===== config.mk =====
export PLATFORM = sky130hd
export DESIGN_NAME = rd_strobe_ctrl
export DESIGN_NICKNAME = d
export VERILOG_FILES = /design/src/rtl/rdsc_pkg.sv /design/src/rtl/rdsc_flag_merge.sv /design/src/rtl/rdsc_fill_track.sv /design/src/rtl/rd_strobe_ctrl.sv
export SDC_FILE = /design/constraint.sdc
export NUM_CORES = 1
export LEC_CHECK = 0
export CORE_UTILIZATION = 45
export CTS_BUF_LIST = sky130_fd_sc_hd__clkbuf_8
export CTS_CLUSTER_SIZE = 24
export DETAILED_ROUTE_END_ITERATION = 10
export DONT_BUFFER_PORTS = 1
export PLACE_DENSITY_LB_ADDON = 0.1
export RECOVER_POWER = 25
export SYNTH_ARGS = -nofsm -noshare
export SYNTH_HDL_FRONTEND = slang
export SYNTH_SLANG_ARGS = --single-unit

===== constraint.sdc =====
create_clock -name clk -period 3 [get_ports clk]
set_input_delay 0.45 -clock clk [delete_from_list [all_inputs] [get_ports clk]]
set_output_delay 0.45 -clock clk [all_outputs]
set_load 0.05 [all_outputs]

===== src/rtl/rdsc_pkg.sv =====
package rdsc_pkg;

    typedef enum logic [1:0] {
        ST_IDLE       = 2'd0,
        ST_WAIT_GUARD = 2'd1,
        ST_SO_HIGH    = 2'd2,
        ST_SO_LOW     = 2'd3
    } rd_state_t;

endpackage


===== src/rtl/rdsc_flag_merge.sv =====
module rdsc_flag_merge #(
    parameter int N_BANKS = 1
) (
    input  logic [N_BANKS-1:0] or_i,
    input  logic [N_BANKS-1:0] ir_i,
    output logic               rdy_all_o,
    output logic               space_all_o
);

    generate
        if (N_BANKS == 1) begin : g_single
            assign rdy_all_o   = or_i[0];
            assign space_all_o = ir_i[0];
        end else begin : g_multi
            assign rdy_all_o   = &or_i;
            assign space_all_o = &ir_i;
        end
    endgenerate

endmodule


===== src/rtl/rdsc_fill_track.sv =====
module rdsc_fill_track #(
    parameter int DEPTH = 64,
    parameter int LVL_W = $clog2(DEPTH + 1)
) (
    input  logic             clk,
    input  logic             rst_n,
    input  logic             si_i,
    input  logic             space_i,
    input  logic             pop_i,
    output logic [LVL_W-1:0] level_o,
    output logic             wr_evt_o
);

    logic             si_q;
    logic [LVL_W-1:0] level_q;
    logic             can_pop;

    assign wr_evt_o = si_i && !si_q && space_i && (level_q < LVL_W'(DEPTH));
    assign can_pop  = pop_i && (level_q != '0);
    assign level_o  = level_q;

    always_ff @(posedge clk or negedge rst_n) begin
        if (!rst_n) begin
            si_q    <= 1'b0;
            level_q <= '0;
        end else begin
            si_q <= si_i;
            unique case ({wr_evt_o, can_pop})
                2'b10:   level_q <= level_q + LVL_W'(1);
                2'b01:   level_q <= level_q - LVL_W'(1);
                default: level_q <= level_q;
            endcase
        end
    end

endmodule


===== src/rtl/rd_strobe_ctrl.sv =====
module rd_strobe_ctrl
    import rdsc_pkg::*;
#(
    parameter int DATA_W     = 4,
    parameter int N_BANKS    = 1,
    parameter int DEPTH      = 64,
    parameter int GUARD_CYC  = 2,
    parameter int HALF_START = 0,
    localparam int BUS_W     = DATA_W * N_BANKS,
    localparam int LVL_W     = $clog2(DEPTH + 1)
) (
    input  logic               clk,
    input  logic               rst_n,
    input  logic [N_BANKS-1:0] fifo_or_i,
    input  logic [N_BANKS-1:0] fifo_ir_i,
    input  logic               fifo_si_i,
    input  logic [BUS_W-1:0]   fifo_dout_i,
    input  logic [LVL_W-1:0]   fill_level_i,
    input  logic               take_req_i,
    output logic               fifo_so_o,
    output logic [BUS_W-1:0]   word_o,
    output logic               word_vld_o,
    output logic               space_all_o
);

    // Guard counter must hold GUARD_CYC (at least 1).
    localparam int               GW        = $clog2(GUARD_CYC + 1);
    localparam logic [GW-1:0]    GUARD_LD  = GW'(GUARD_CYC);
    localparam int               HALF_MARK = DEPTH / 2;

    logic             rdy_all;
    logic             space_all;
    logic             wr_evt;
    logic             pop;
    logic             drained;
    logic             half_ok;
    logic             launch;
    logic [LVL_W-1:0] level;

    rd_state_t        state_q, state_d;
    logic [GW-1:0]    guard_q, guard_d;
    logic [BUS_W-1:0] word_q;
    logic             vld_q;

    rdsc_flag_merge #(
        .N_BANKS (N_BANKS)
    ) u_merge (
        .or_i        (fifo_or_i),
        .ir_i        (fifo_ir_i),
        .rdy_all_o   (rdy_all),
        .space_all_o (space_all)
    );

    // Strobe falls this edge: one word leaves the FIFO.
    assign pop = (state_q == ST_SO_HIGH) && !rdy_all;

    rdsc_fill_track #(
        .DEPTH (DEPTH),
        .LVL_W (LVL_W)
    ) u_track (
        .clk      (clk),
        .rst_n    (rst_n),
        .si_i     (fifo_si_i),
        .space_i  (space_all),
        .pop_i    (pop),
        .level_o  (level),
        .wr_evt_o (wr_evt)
    );

    // The word now leaving was the last one, and none arrives alongside.
    assign drained = (level == LVL_W'(1)) && !wr_evt;
    assign half_ok = (HALF_START == 0) || (fill_level_i > LVL_W'(HALF_MARK));

    // Next-state logic
    always_comb begin
        state_d = state_q;
        guard_d = guard_q;
        launch  = 1'b0;
        unique case (state_q)
            ST_IDLE: begin
                if (rdy_all) begin
                    state_d = ST_WAIT_GUARD;
                    guard_d = GUARD_LD;
                end
            end
            ST_WAIT_GUARD: begin
                if (guard_q > GW'(1)) begin
                    guard_d = guard_q - GW'(1);
                end else if (rdy_all && take_req_i && half_ok) begin
                    launch  = 1'b1;
                    state_d = ST_SO_HIGH;
                end
            end
            ST_SO_HIGH: begin
                if (!rdy_all) begin
                    state_d = drained ? ST_IDLE : ST_SO_LOW;
                end
            end
            ST_SO_LOW: begin
                if (rdy_all && take_req_i && half_ok) begin
                    launch  = 1'b1;
                    state_d = ST_SO_HIGH;
                end
            end
        endcase
    end

    // State register
    always_ff @(posedge clk or negedge rst_n) begin
        if (!rst_n) begin
            state_q <= ST_IDLE;
            guard_q <= '0;
        end else begin
            state_q <= state_d;
            guard_q <= guard_d;
        end
    end

    // Capture on the strobe's leading edge
    always_ff @(posedge clk or negedge rst_n) begin
        if (!rst_n) begin
            word_q <= '0;
            vld_q  <= 1'b0;
        end else begin
            vld_q <= launch;
            if (launch) begin
                word_q <= fifo_dout_i;
            end
        end
    end

    // Outputs
    always_comb begin
        fifo_so_o   = (state_q == ST_SO_HIGH);
        word_o      = word_q;
        word_vld_o  = vld_q;
        space_all_o = space_all;
    end

endmodule


==> flow_metrics.py <==
metrics = {
    "sta": {
        "rsz0062_at_grt": "no",
        "fin_crit_ps": 2140,
        "hold_violations": 0,
        "slew_viol_final": 0,
        "fmaxAchievable_mhz": 466,
        "max_slew.worst_pin.slew_ps": 878,
        "finalSetupViolations": 0,
        "fin_tns_setup_ps": 0,
        "period_share": 0.715,
        "slew_headroom": 0.412,
        "skew_ps": 3.25,
    },
    "logic_synthesis": {
        "yosysSeqAreaShare": 0.472,
        "synth_area_leaders": "dfrtp_1, ha_1, mux2_2",
        "yosysWarnings": 0,
        "yosys.area.top_type": "dfrtp_1",
        "syn-cell-area_um2": 902,
        "ys_ff_latch": 17,
        "syn_nets": 107,
        "post_synth_num_cell_types": 28,
        "yosysTopAreaCellShare": 0.472,
        "syn_avg_cell_area_um2": 10.7,
        "synth_cells": 84,
    },
    "setup_path": {
        "end_kind": "register",
        "r2r_slack_ps": 860,
        "worstReg2RegEnd": "u_track.level_o[6]",
        "max_stage_delay_ps": 420,
        "crit_chain": "nor3_1, nor3b_1, a21oi_1, ha_1, nor3_1, a32oi_1, xnor2_1",
        "worst_ep_required_time_ps": 3130,
        "r2r_cells": 7,
        "cpMaxStageDelayCell": "dfrtp_1",
        "crit_type": "register to register",
        "startpoint_type": "register",
        "cpMostUsedCell": "nor3_1",
        "path_max_fanout": 8,
        "arrival_ps": 2270,
        "rr_startpoint": "u_track.level_o[3]",
    },
    "run": {
        "max-cap-violations": 0,
    },
    "pwr": {
        "powerDensity_mw_per_mm2": 817,
        "p_leak_nw": 0.426,
        "seq_power_share": 0.528,
        "p_switching_w": 0.000306,
        "pwr-share-comb": 0.269,
        "p_total_w": 0.000788,
        "peakVddDrop_v": 0.000398,
        "p_int_w": 0.000483,
        "power_frac_clock": 0.203,
        "p_sw_frac": 0.388,
    },
    "worst_hold_path": {
        "hold_path_startpoint": "fifo_si_i",
        "hold_path_depth": 0,
        "hold_class": "input pin to register",
        "hold_path_end": "u_track.si_q",
    },
    "die": {
        "core_mm2": 0.00180,
        "die_h_um": 46.8,
        "rows": 15,
        "die-area_mm2": 0.00219,
        "initial_utilization": 0.501,
        "io_pins": 24,
        "die_x_um": 46.8,
    },
    "drt": {
        "routedWlPerCell_um": 11.8,
        "ant_nets": 0,
        "vias": 586,
        "drtPass1Iterations": 4,
        "wirelength_um": 1320,
        "drt_iter0_drc": 7,
        "drc_errors": 0,
        "via_per_inst": 5.23,
    },
    "final_layout": {
        "n_antenna_cell": 0,
        "drive_above_1_share": 0.115,
        "fin_util": 0.535,
        "syn_to_final_growth_pct": 6.93,
        "layout.cells.non_filler": 112,
        "fin_nets": 111,
    },
    "global_route": {
        "grt_usage": 0.144,
        "grt_pass1_vias": 509,
        "grt_max_degree": 18,
        "grt_first_pass_wirelength_um": 2190,
        "grt_antenna_before_repair": 0,
        "grt_overflow": 0,
    },
    "clock_tree": {
        "cts_buffer_depth": 2,
        "numCtsBuffers": 3,
        "clk_pin_slew_ps": 60,
        "htree_levels": 1,
        "cts-resized-gates": 0,
        "postCtsSetupBuffers": 0,
        "clkLatencyLatePin_ps": 240,
        "cts-root-buf": "clkbuf_8",
        "cts_tree": "built",
        "cts_num_sinks": 17,
    },
    "placement": {
        "place_inst": 107,
        "dp_hpwl_um": 998,
        "port_buffers": 0,
        "place_congestion": 0.777,
    },
    "outcome": {
        "status": "completed",
    },
}
## power by group through the flow
stage / clock (W) / combinational [W] / sequential (W)
after floorplan: 0 / 0.000189 / 0.000404
after global placement: 0 / 0.000205 / 0.000419
after detailed placement: 0 / 0.000212 / 0.000421
after CTS: 0.000169 / 0.000218 / 0.000417
after global routing: 0.000180 / 0.000237 / 0.000426
final: 0.000160 / 0.000212 / 0.000417
## kinds of logic (layout without fill, tap and decap cells)
family                     after synthesis  in the layout  synth area share
and+or+nand+nor                         27             27             0.168
DFF                                     17             17             0.472
AOI/OAI and AO/OA                       14             14             0.110
buffers and inverters                    8             11            0.0388
xor gates and xnor gates                 7              7            0.0680
adders and majority gates                6              6            0.0832
muxes                                    5              5            0.0610
## how the worst max path moves through the flow
stage	from	end	slack, ps	depth (start not counted)
global route	u_track.level_o[3]	u_track.level_o[6]	680	8
CTS	u_track.level_o[3]	u_track.level_o[6]	860	7
global placement	u_track.level_o[5]	u_track.level_o[6]	870	8
finish	u_track.level_o[3]	u_track.level_o[6]	860	7
floorplan	u_track.level_o[5]	u_track.level_o[6]	1050	8
detailed placement	u_track.level_o[3]	u_track.level_o[6]	870	7
## layout make-up
cell class	instances	area, um2
Clock inverter	1	3.75
Tap cell	25	31.3
Timing Repair Buffer	1	10.0
Multi-Input combinational cell	59	430
Clock buffer	3	41.3
Fill cell	180	837
Inverter	6	22.5
Sequential cell	17	425
## registers in the layout, indices dropped and copies added, names as in the netlist
| register | flops |
|---|---|
| word_vld_o | 1 |
| word_o | 4 |
| state_q | 2 |
| guard_q | 2 |
| u_track.level_o | 7 |
| u_track.si_q | 1 |
## Yosys cell counts, drive strengths merged
library cell,number
nand2b,1
nand2,4
and3,1
dfrtp,17
mux2i,1
mux2,4
nor2,11
ha,6
inv,6
a32oi,1
nand3,1
a21oi,7
nor3b,1
o31ai,1
nor3,4
a31oi,1
and3b,1
o32ai,1
buf,2
and4b,1
xor2,2
o21ai,3
nand4bb,1
xnor2,5
and2b,1
## through the flow
step	area, um2	setup WS [ps]	hold slack, ps
5_1_grt	965	678	213
2_1_floorplan	902	1050	154
3_3_place_gp	921	874	155
3_5_place_dp	921	866	155
4_1_cts	976	856	223
6_report	965	856	232
## cells in the final DEF, fill, tap and decap left out, types with 2 or more instances in the layout
cell      count
dfrtp_1      17
nor2_1       11
inv_1         7
a21oi_1       7
ha_1          6
xnor2_1       5
nand2_1       4
mux2_2        4
nor3_1        3
o21ai_0       3
clkbuf_8      3
xor2_1        2
## routing by layer
metal / track usage / up-vias / routed length (um)
met1: 0.202 / 272 / 656
met5: 0 / - / 0
met4: 0.0514 / 0 / 10
li1: - / 294 / -
met2: 0.203 / 18 / 569
met3: 0.0577 / 2 / 82
## timing repair
action,CTS,global route
hold buffers,1,0
endpoints found under the setup margin,0,0
hold endpoints to repair,17,0
## critical path, delay by kind of cell, from the launching register on
family,cells,cell delay (ps)
and+or+nand+nor,3,780
xor gates and xnor gates,1,140
adders and majority gates,1,420
AOI/OAI and AO/OA,2,270
DFF,1,420
Power figures use the tool's default switching activity.
